<file path="src/rtl/mdio_pkg.sv">
package mdio_pkg;
  localparam int PHY_AW   = 5;
  localparam int REG_AW   = 5;
  localparam int DATA_W   = 16;
  localparam int PRE_LEN  = 32;
  localparam int TA_LEN   = 2;
  localparam int HDR_LEN  = 2 + 2 + PHY_AW + REG_AW;
  localparam int BODY_LEN = HDR_LEN + TA_LEN + DATA_W;
  localparam int FULL_LEN = PRE_LEN + BODY_LEN;

  localparam int REG_AD_LSB    = 8;
  localparam int CFG_NOPRE_BIT = 15;
  localparam int CMD_CLR_BIT   = 8;

  typedef enum logic [1:0] {
    OPC_NOP_LO = 2'b00,
    OPC_WRITE  = 2'b01,
    OPC_READ   = 2'b10,
    OPC_NOP_HI = 2'b11
  } opc_e;

  typedef enum logic [1:0] {
    RA_ADDR  = 2'd0,
    RA_WDATA = 2'd1,
    RA_CFG   = 2'd2,
    RA_CMD   = 2'd3
  } reg_addr_e;
endpackage

</file>
<file path="src/rtl/mdio_regs.sv">
module mdio_regs
  import mdio_pkg::*;
#(
  parameter int DIV_W = 8
) (
  input  logic              clk_i,
  input  logic              rst_ni,
  input  logic              we_i,
  input  logic [1:0]        addr_i,
  input  logic [DATA_W-1:0] wdata_i,
  input  logic              busy_i,
  input  logic              done_set_i,
  output logic [PHY_AW-1:0] phy_o,
  output logic [REG_AW-1:0] reg_ad_o,
  output logic [DATA_W-1:0] wd_o,
  output logic [DIV_W-1:0]  div_o,
  output logic              nopre_o,
  output logic              start_o,
  output opc_e              op_o,
  output logic              done_o
);
  reg_addr_e ra;
  logic      setup_we;
  logic      clr_req;

  assign ra       = reg_addr_e'(addr_i);
  assign op_o     = opc_e'(wdata_i[1:0]);
  assign setup_we = we_i && !busy_i;
  assign clr_req  = we_i && (ra == RA_CMD) && wdata_i[CMD_CLR_BIT];
  assign start_o  = setup_we && (ra == RA_CMD) &&
                    ((op_o == OPC_WRITE) || (op_o == OPC_READ)) && (div_o != '0);

  always_ff @(posedge clk_i or negedge rst_ni) begin
    if (!rst_ni) begin
      phy_o    <= '0;
      reg_ad_o <= '0;
      wd_o     <= '0;
      div_o    <= '0;
      nopre_o  <= 1'b0;
    end else if (setup_we) begin
      case (ra)
        RA_ADDR: begin
          phy_o    <= wdata_i[PHY_AW-1:0];
          reg_ad_o <= wdata_i[REG_AD_LSB +: REG_AW];
        end
        RA_WDATA: wd_o <= wdata_i;
        RA_CFG: begin
          div_o   <= wdata_i[DIV_W-1:0];
          nopre_o <= wdata_i[CFG_NOPRE_BIT];
        end
        default: ;
      endcase
    end
  end

  // set wins over a same-cycle clear
  always_ff @(posedge clk_i or negedge rst_ni) begin
    if (!rst_ni)         done_o <= 1'b0;
    else if (done_set_i) done_o <= 1'b1;
    else if (clr_req)    done_o <= 1'b0;
  end

  assert_cfg_locked_R10: assert property (@(posedge clk_i) disable iff (!rst_ni)
    (busy_i && $past(busy_i)) |-> ($stable(div_o) && $stable(nopre_o) &&
                                   $stable(wd_o) && $stable(phy_o)));

  assert_div_nonzero_R3: assert property (@(posedge clk_i) disable iff (!rst_ni)
    $rose(busy_i) |-> (div_o != '0));
endmodule

</file>
<file path="src/rtl/mdio_clkgen.sv">
module mdio_clkgen #(
  parameter int DIV_W = 8
) (
  input  logic             clk_i,
  input  logic             rst_ni,
  input  logic             run_i,
  input  logic [DIV_W-1:0] div_i,
  output logic             mdc_o,
  output logic             rise_o,
  output logic             fall_o
);
  logic [DIV_W-1:0] cnt_q;
  logic             mdc_q;
  logic             wrap;

  assign wrap   = run_i && (cnt_q == div_i - DIV_W'(1));
  assign rise_o = wrap && !mdc_q;
  assign fall_o = wrap && mdc_q;
  assign mdc_o  = mdc_q;

  always_ff @(posedge clk_i or negedge rst_ni) begin
    if (!rst_ni) begin
      cnt_q <= '0;
      mdc_q <= 1'b0;
    end else if (!run_i) begin
      cnt_q <= '0;
      mdc_q <= 1'b0;
    end else if (wrap) begin
      cnt_q <= '0;
      mdc_q <= ~mdc_q;
    end else begin
      cnt_q <= cnt_q + DIV_W'(1);
    end
  end

  assert_mdc_idle_low_R4: assert property (@(posedge clk_i) disable iff (!rst_ni)
    !run_i |-> !mdc_q);
endmodule

</file>
<file path="src/rtl/mdio_frame.sv">
module mdio_frame
  import mdio_pkg::*;
(
  input  logic              clk_i,
  input  logic              rst_ni,
  input  logic              start_i,
  input  opc_e              op_i,
  input  logic [PHY_AW-1:0] phy_i,
  input  logic [REG_AW-1:0] reg_ad_i,
  input  logic [DATA_W-1:0] wd_i,
  input  logic              nopre_i,
  input  logic              rise_i,
  input  logic              fall_i,
  input  logic              mdio_i,
  output logic              busy_o,
  output logic              done_set_o,
  output logic              mdio_o,
  output logic              mdio_oe_o,
  output logic [DATA_W-1:0] rd_data_o
);
  localparam int SH_W    = FULL_LEN;
  localparam int CNT_W   = $clog2(SH_W + 1);
  localparam int RLS_LEN = TA_LEN + DATA_W;

  logic [SH_W-1:0]     sh_q;
  logic [CNT_W-1:0]    left_q;
  logic                busy_q, rd_q;
  logic [DATA_W-1:0]   cap_q, rd_data_q;
  logic [BODY_LEN-1:0] body;
  logic                is_wr;

  assign is_wr = (op_i == OPC_WRITE);

  always_comb begin
    body = {2'b01, op_i, phy_i, reg_ad_i,
            is_wr ? 2'b10 : 2'b11,
            is_wr ? wd_i : {DATA_W{1'b1}}};
  end

  assign done_set_o = busy_q && fall_i && (left_q == CNT_W'(1));

  always_ff @(posedge clk_i or negedge rst_ni) begin
    if (!rst_ni) begin
      busy_q    <= 1'b0;
      rd_q      <= 1'b0;
      sh_q      <= '0;
      left_q    <= '0;
      cap_q     <= '0;
      rd_data_q <= '0;
    end else if (start_i) begin
      busy_q <= 1'b1;
      rd_q   <= (op_i == OPC_READ);
      cap_q  <= '0;
      if (nopre_i) begin
        sh_q   <= {body, {PRE_LEN{1'b1}}};
        left_q <= CNT_W'(BODY_LEN);
      end else begin
        sh_q   <= {{PRE_LEN{1'b1}}, body};
        left_q <= CNT_W'(FULL_LEN);
      end
    end else if (busy_q) begin
      if (rise_i && rd_q && (left_q <= CNT_W'(DATA_W)))
        cap_q <= {cap_q[DATA_W-2:0], mdio_i};
      if (fall_i) begin
        if (left_q == CNT_W'(1)) begin
          busy_q <= 1'b0;
          if (rd_q) rd_data_q <= cap_q;
        end else begin
          sh_q   <= {sh_q[SH_W-2:0], 1'b0};
          left_q <= left_q - CNT_W'(1);
        end
      end
    end
  end

  assign busy_o    = busy_q;
  assign mdio_o    = busy_q & sh_q[SH_W-1];
  assign mdio_oe_o = busy_q && (!rd_q || (left_q > CNT_W'(RLS_LEN)));
  assign rd_data_o = rd_data_q;

  assert_busy_from_start_R2: assert property (@(posedge clk_i) disable iff (!rst_ni)
    start_i |=> busy_q);

  assert_mdio_stable_rise_R11: assert property (@(posedge clk_i) disable iff (!rst_ni)
    rise_i |=> $stable(mdio_o));
endmodule

</file>
<file path="src/rtl/mdio_master.sv">
module mdio_master
  import mdio_pkg::*;
#(
  parameter int DIV_W = 8
) (
  input  logic        clk_i,
  input  logic        rst_ni,
  input  logic        reg_we_i,
  input  logic [1:0]  reg_addr_i,
  input  logic [15:0] reg_wdata_i,
  input  logic        mdio_i,
  output logic [15:0] rd_data_o,
  output logic        busy_o,
  output logic        done_o,
  output logic        mdc_o,
  output logic        mdio_o,
  output logic        mdio_oe_o
);
  logic [PHY_AW-1:0] phy;
  logic [REG_AW-1:0] reg_ad;
  logic [DATA_W-1:0] wd;
  logic [DIV_W-1:0]  div;
  logic              nopre, start, done_set, rise, fall, busy;
  opc_e              op;

  mdio_regs #(.DIV_W(DIV_W)) u_regs (
    .clk_i      (clk_i),
    .rst_ni     (rst_ni),
    .we_i       (reg_we_i),
    .addr_i     (reg_addr_i),
    .wdata_i    (reg_wdata_i),
    .busy_i     (busy),
    .done_set_i (done_set),
    .phy_o      (phy),
    .reg_ad_o   (reg_ad),
    .wd_o       (wd),
    .div_o      (div),
    .nopre_o    (nopre),
    .start_o    (start),
    .op_o       (op),
    .done_o     (done_o)
  );

  mdio_clkgen #(.DIV_W(DIV_W)) u_clkgen (
    .clk_i  (clk_i),
    .rst_ni (rst_ni),
    .run_i  (busy),
    .div_i  (div),
    .mdc_o  (mdc_o),
    .rise_o (rise),
    .fall_o (fall)
  );

  mdio_frame u_frame (
    .clk_i      (clk_i),
    .rst_ni     (rst_ni),
    .start_i    (start),
    .op_i       (op),
    .phy_i      (phy),
    .reg_ad_i   (reg_ad),
    .wd_i       (wd),
    .nopre_i    (nopre),
    .rise_i     (rise),
    .fall_i     (fall),
    .mdio_i     (mdio_i),
    .busy_o     (busy),
    .done_set_o (done_set),
    .mdio_o     (mdio_o),
    .mdio_oe_o  (mdio_oe_o),
    .rd_data_o  (rd_data_o)
  );

  assign busy_o = busy;

  assert_done_on_finish_R8: assert property (@(posedge clk_i) disable iff (!rst_ni)
    $fell(busy) |-> (done_o && !mdc_o));
endmodule

</file>
<file path="config.mk">
export PLATFORM = sky130hd
export DESIGN_NAME = mdio_master
export DESIGN_NICKNAME = d
export VERILOG_FILES = /design/src/rtl/mdio_pkg.sv /design/src/rtl/mdio_regs.sv /design/src/rtl/mdio_clkgen.sv /design/src/rtl/mdio_frame.sv /design/src/rtl/mdio_master.sv
export SDC_FILE = /design/constraint.sdc
export NUM_CORES = 1
export LEC_CHECK = 0
export ABC_AREA = 1
export BUFFER_PORTS_ARGS = -buffer_cell sky130_fd_sc_hd__buf_2
export CAP_MARGIN = 10
export CORE_MARGIN = 4
export CORE_UTILIZATION = 45
export DETAILED_ROUTE_END_ITERATION = 8
export HOLD_SLACK_MARGIN = 0.1
export SLEW_MARGIN = 30
export SYNTH_ARGS = -nofsm -noshare
export SYNTH_HDL_FRONTEND = slang
export SYNTH_SLANG_ARGS = --single-unit
</file>
<file path="constraint.sdc">
create_clock -name clk_i -period 6.2 [get_ports clk_i]
set_input_delay 0.93 -clock clk_i [delete_from_list [all_inputs] [get_ports clk_i]]
set_output_delay 0.93 -clock clk_i [all_outputs]
set_load 0.02 [all_outputs]
</file>
==> After elaboration in Yosys (flattened, before gate mapping) <==
Cells that the tools add are included.
{ "totals": {"reg_bits": 150, "inputBits": 22, "output_inout_bits": 21, "word_cells": 87} }
{ "op_classes": {"addsub": 3, "order_cmp": 2, "n_eq_ne": 9, "mux": 25, "bitwise": 3, "n_reduce_logical": 31} }
{ "ops": {"columns": ["op", "n"], "rows": [
  ["64-bit 2-to-1 mux", 5],
  ["16-bit 2-to-1 mux", 4],
  ["7-bit 2-to-1 mux", 5],
  ["8-bit 2-to-1 mux", 2],
  ["1-bit logical AND", 14],
  ["1-bit 2-to-1 mux", 9],
  ["8-bit by 1-bit adder with 8-bit output (second input constant)", 1],
  ["8-bit equality test", 1],
  ["2-bit AND reduction", 4],
  ["2-bit nonzero test", 4],
  ["8-bit nonzero test", 1],
  ["8-bit by 1-bit subtractor with 8-bit output (second input constant)", 1],
  ["7-bit by 1-bit equality test with 1-bit output (second input constant)", 1],
  ["7-bit by 5-bit > comparator with 1-bit output (second input constant)", 1],
  ["7-bit by 5-bit <= comparator with 1-bit output (second input constant)", 1],
  ["7-bit by 1-bit subtractor with 7-bit output (second input constant)", 1],
  ["2-bit equality test (second input constant)", 3],
  ["5-bit AND reduction", 1],
  ["2-bit by 1-bit equality test with 1-bit output (second input constant)", 2],
  ["2-bit inequality test (second input constant)", 2],
  ["1-bit zero test", 3],
  ["3-bit AND reduction", 1],
  ["2-bit zero test", 1],
  ["1-bit logical OR", 2],
  ["2 further kinds", 3]
]} }

==> Depth between registers and ports, before layout <==
{ "depth": {"word_depth": 9, "depth_mapped": 15, "ltp_nobuf": 14} }

==> Modules after synthesis <==
Synthesis repeated with hierarchy kept, for this count alone.
{ "hier_totals": {"hier_cells": 955, "area_unflattened_um2": 7608.5} }
{ "modules_own_cells": {"columns": ["mod", "instances", "cells_per_inst", "area_each_um2", "seq_area_each_um2"], "rows": [
  ["mdio_frame", 1, 656, 5275.1, 2627.5],
  ["mdio_regs", 1, 180, 1567.8, 900.9],
  ["mdio_clkgen", 1, 119, 765.7, 225.2]
]} }

==> Worst setup path after synthesis <==
OpenSTA, ideal clock, no wires.
{ "synth_timing": {"kind": "input-to-reg", "from": "input port reg_wdata_i[0]", "to": "register u_frame.sh_q[20]", "arrival_time_ps": 2331, "setup_slack_ps": 3750, "cell_stages": 10, "path_buffers": 1, "cell_sequence": "inv_1 > ha_1 > nor3_2 > nand2_2 > nor2_4 > inv_2 > clkbuf_1 > o22a_1 > nand3_1 > nand2_1"} }
{ "synth_via": {"elab_chain_len": 6, "word_cells_on_any_way": 10} }
{ "synth_rtl": {"columns": ["item", "line_no", "text"], "rows": [
  ["start, declared", "mdio_master.sv:10", "input logic [15:0] reg_wdata_i,"],
  ["2-bit by 1-bit equality test with 1-bit output / 2-bit equality test (equally long branches)", "mdio_regs.sv:31", "((op_o == OPC_WRITE) || (op_o == OPC_READ)) && (div_o != '0);"],
  ["1-bit logical OR (*)", "mdio_regs.sv:31", null],
  ["1-bit logical AND (*)", "mdio_regs.sv:30", "assign start_o = setup_we && (ra == RA_CMD) &&"],
  ["1-bit logical AND (*)", "mdio_regs.sv:31", null],
  ["2-bit inequality test (no source line) / 2-bit nonzero test (equally long branches)", null, null],
  ["3-bit AND reduction (no source line)", null, null],
  ["end signal, assigned", "mdio_frame.sv:55", "sh_q <= {body, {PRE_LEN{1'b1}}};"],
  ["end signal, assigned", "mdio_frame.sv:58", "sh_q <= {{PRE_LEN{1'b1}}, body};"],
  ["end signal, assigned", "mdio_frame.sv:69", "sh_q <= {sh_q[SH_W-2:0], 1'b0};"],
  ["end, declared", "mdio_frame.sv:25", "logic [SH_W-1:0] sh_q;"]
]} }
Every way passes the cells marked *; elsewhere a longest branch is shown, timed or not.
A chain may end at the register's enable or synchronous reset.

==> Worst setup path after layout <==
{ "layout_timing": {"from": "input port reg_wdata_i[0]", "to": "register u_frame.sh_q[57]"} }
The elaborated chain is that of the path after synthesis.

==> key figures <==
Clock network
  – Clock latency on the worst-skew pair: 420 ps
  – Clock Path Buffers: 2
  – Clock sink total: 150
  – CTS tree: yes
  – Setup Fix Bufs, Post-CTS: 0
  – Hold Buf Count CTS: 0
  – Post_cts resized: 0
  – Clock root buffer: clkbuf_16
  – CTS Buf Count: 17
  – H-tree depth: 4
  – Clock transition at path regs: 60 ps

Finish
  – Area of the multi-input gates: 0.00354 mm²
  – Commonest non-fill, non-tap cell in the layout: nand2_1
  – Final nets: 982
  – Storage cell area: 0.00375 mm²
  – Fill cells: 1709
  – Commonest non-fill, non-tap cells in the layout: 231 x nand2_1, 150 x dfrtp_1, 98 x nor2_1, 78 x nand3_1, 68 x nand3_2
  – Layout cells sized above 1: 18.3%
  – Diode count: 0
  – Layout area overhead: 10.3%

Min path
  – HP Class: reg2reg
  – Hold path startpoint: u_frame.rd_data_o[11]
  – Hold depth: 2
  – Hold EP: u_frame.rd_data_o[11]

Placed design
  – Final GP Congestion: 0.848
  – Port buffer count: 42
  – DP Wirelength: 11400 µm
  – Pre-CTS setup slack: 2440 ps

Worst setup path
  – Critical Path Source Type: primary input
  – Worst R2R Path Depth: 10
  – Reg2reg end: u_frame.rd_data_o[1]
  – Arrival @ worst endpoint: 3720 ps
  – Worst r2r src: u_regs.div_o[0]
  – Critical Path Fanout Max: 45
  – Critical Path RT: 6560 ps
  – Setup slack, reg-to-reg: 2970 ps
  – Worst setup EP type: register
  – CP Class: in2reg

STA
  – Peak Freq: 297 MHz
  – Hold Violations, Final: 0
  – Layout Skew: 8.89 ps
  – Fin worst setup slack: 2830 ps
  – Post-route clock period utilization: 54.3%
  – Unrepaired setup endpoints after global routing: no
  – Post-route minimum period: 3370 ps
  – Worst slew margin: 42.9%
  – Setup violators final: 0
  – Worst-Margin Slew: 856 ps
  – Post-route setup TNS: 0 ps
  – Slew Viols, Final: 0

GRT
  – Gr usage total: 19.7%
  – Antenna violations before repair: 0
  – Global-route wire length before repair: 31300 µm
  – Largest net degree at the start of global routing: 107
  – Vias in the first global route: 5957
  – Remaining Overflow, GRT: 0

Status
  – Status: finished clean

Routing
  – Detail Route Antenna Nets: 0
  – Routed wire per std cell: 15.7 µm
  – Met2 Wirelength: 8660 µm
  – Metal3 WL: 724 µm
  – First-iteration detailed-routing DRC count: 475
  – Met1 Wirelength: 8840 µm
  – Routed via count: 6260
  – Vias per cell: 5.27
  – Remaining DRCs: 0
  – Total wire length: 18600 µm
  – Max Used Layer: met4
  – Pre-antenna DRT Iters: 4

Synth
  – Syn Nets: 972
  – Synth Cell Area: 0.00789 mm²
  – Ys Warns: 0
  – Yosys cell types: 33
  – Synthesized netlist cell count: 942
  – Synthesis-stage register bit count: 150
  – Mean area per synthesized cell: 8.38 µm²
  – Post-synthesis sequential area ratio: 47.6%

Die
  – IO Pins: 43
  – Initial Util: 45.8%
  – Row Count: 48
  – Die H: 140 µm
  – Die X: 140 µm
  – Core Footprint: 0.0172 mm²
  – Die area: 0.0197 mm²

Pwr
  – Sw Share: 21.2%
  – Pwr dens: 234 mW/mm²
  – Leakage: 4.52 nW
  – Switch Pwr: 0.000433 W
  – Peak VDD IR: 0.195 mV
  – Seq pwr share: 48.1%
  – Clock power share: 49.8%
  – Combinational share of power: 2.1%
  – P_int: 0.00161 W

Run
  – Max_cap viols: 0
-- worst max-delay path by stage --
stage / start / to
2_1_floorplan: reg_wdata_i[0] / u_frame.sh_q[20]
3_3_place_gp: reg_wdata_i[0] / u_frame.rd_data_o[3]
3_5_place_dp: reg_wdata_i[0] / u_frame.rd_data_o[4]
4_1_cts: reg_wdata_i[0] / u_frame.rd_data_o[4]
5_1_grt: reg_wdata_i[0] / u_frame.rd_data_o[1]
6_report: reg_wdata_i[0] / u_frame.sh_q[57]
-- worst max-delay path, cell delays in order --
cell and delay [ps]:
buf_2 130, inv_1 160, ha_1 270, nor3_2 250, nand2_4 420, inv_2 220
nor2_4 110, inv_2 370, buf_4 530, nand3_1 170, nand2_1 110
-- flip-flops by register name, summed over array words and instances (netlist names), 5 cells and up --
| register | cells |
|---|---|
| u_frame.sh_q | 64 |
| u_frame.cap_q | 16 |
| u_frame.rd_data_o | 16 |
| u_regs.wd_o | 16 |
| u_clkgen.cnt_q | 8 |
| u_regs.div_o | 8 |
| u_frame.left_q | 7 |
| u_regs.phy_o | 5 |
| u_regs.reg_ad_o | 5 |
-- power groups by stage --
| stage | Combinational [W] | Clock [W] | Sequential, W |
|---|---|---|---|
| 5_1_grt | 0.0000498 | 0.00108 | 0.000980 |
| 3_3_place_gp | 0.0000443 | 0 | 0.000998 |
| 6_report | 0.0000425 | 0.00102 | 0.000980 |
| 3_5_place_dp | 0.0000445 | 0 | 0.000998 |
| 2_1_floorplan | 0.0000100 | 0 | 0.000999 |
| 4_1_cts | 0.0000445 | 0.00104 | 0.000980 |
-- synth_stat cells --
library cell,number,area share [%]
nor2_8,1,0.25
nand3_4,1,0.22
xor2_1,5,0.55
buf_1,3,0.14
a31oi_1,1,0.079
dfrtp_1,150,48
buf_4,8,0.76
inv_1,60,2.9
nand2_2,7,0.55
mux2_2,2,0.29
buf_6,7,1.0
a21oi_1,31,2.0
nor2_2,3,0.24
nor3_1,15,0.95
nor3_2,1,0.13
inv_2,9,0.43
o2bb2ai_1,1,0.11
nand4_1,28,2.2
clkbuf_1,18,0.86
nand4_4,1,0.27
nor2_4,2,0.29
nand4_2,1,0.16
nand3_1,78,4.9
buf_2,24,1.5
xnor2_1,2,0.22
clkinv_1,1,0.048
o22a_1,20,2.2
o21ai_1,16,1.0
nor2_1,98,4.7
ha_1,8,1.3
o21ai_0,41,2.6
nand3_2,68,8.6
nand2_1,231,11
-- per-layer routing --
metal | GRT usage (%) | vias up
met4 | 6.17 | 0
met3 | 4.44 | 23
met1 | 27.5 | 2993
li1 | - | 3123
met2 | 30.5 | 121
met5 | 0 | -
-- area by class of cell --
type | count | area share [%]
Clock buffer | 21 | 5.41
Clock inverter | 9 | 1.18
Inverter | 70 | 3.02
Multi-Input combinational cell | 662 | 40.7
Sequential cell | 150 | 43.1
Tap cell | 225 | 3.23
Timing Repair Buffer | 51 | 3.34
-- per-stage QoR --
stage	util, %	std cells	power (W)	cell area, µm²	hold WS [ps]
after global placement	47.1	1158	0.00104	8120	450
after detailed placement	47.2	1158	0.00104	8130	455
final	50.5	1188	0.00204	8700	463
after global routing	50.5	1188	0.00211	8700	490
after floorplan	-	942	0.00101	7890	454
after CTS	50.5	1188	0.00206	8700	469
-- logic make-up (layout without fill, tap and decap cells) --
logic type / after synthesis / count (layout) / synth area share [%]
multiplexers: 2 / 2 / 0.285
AND/OR/NAND/NOR: 535 / 535 / 34.5
XOR/XNOR: 7 / 7 / 0.777
AO/OA/AOI/OAI: 110 / 110 / 7.99
flip-flops: 150 / 150 / 47.6
buffers and inverters: 130 / 151 / 7.61
adder cells (fa/ha/maj): 8 / 8 / 1.27
Power figures use the tool's default switching activity.
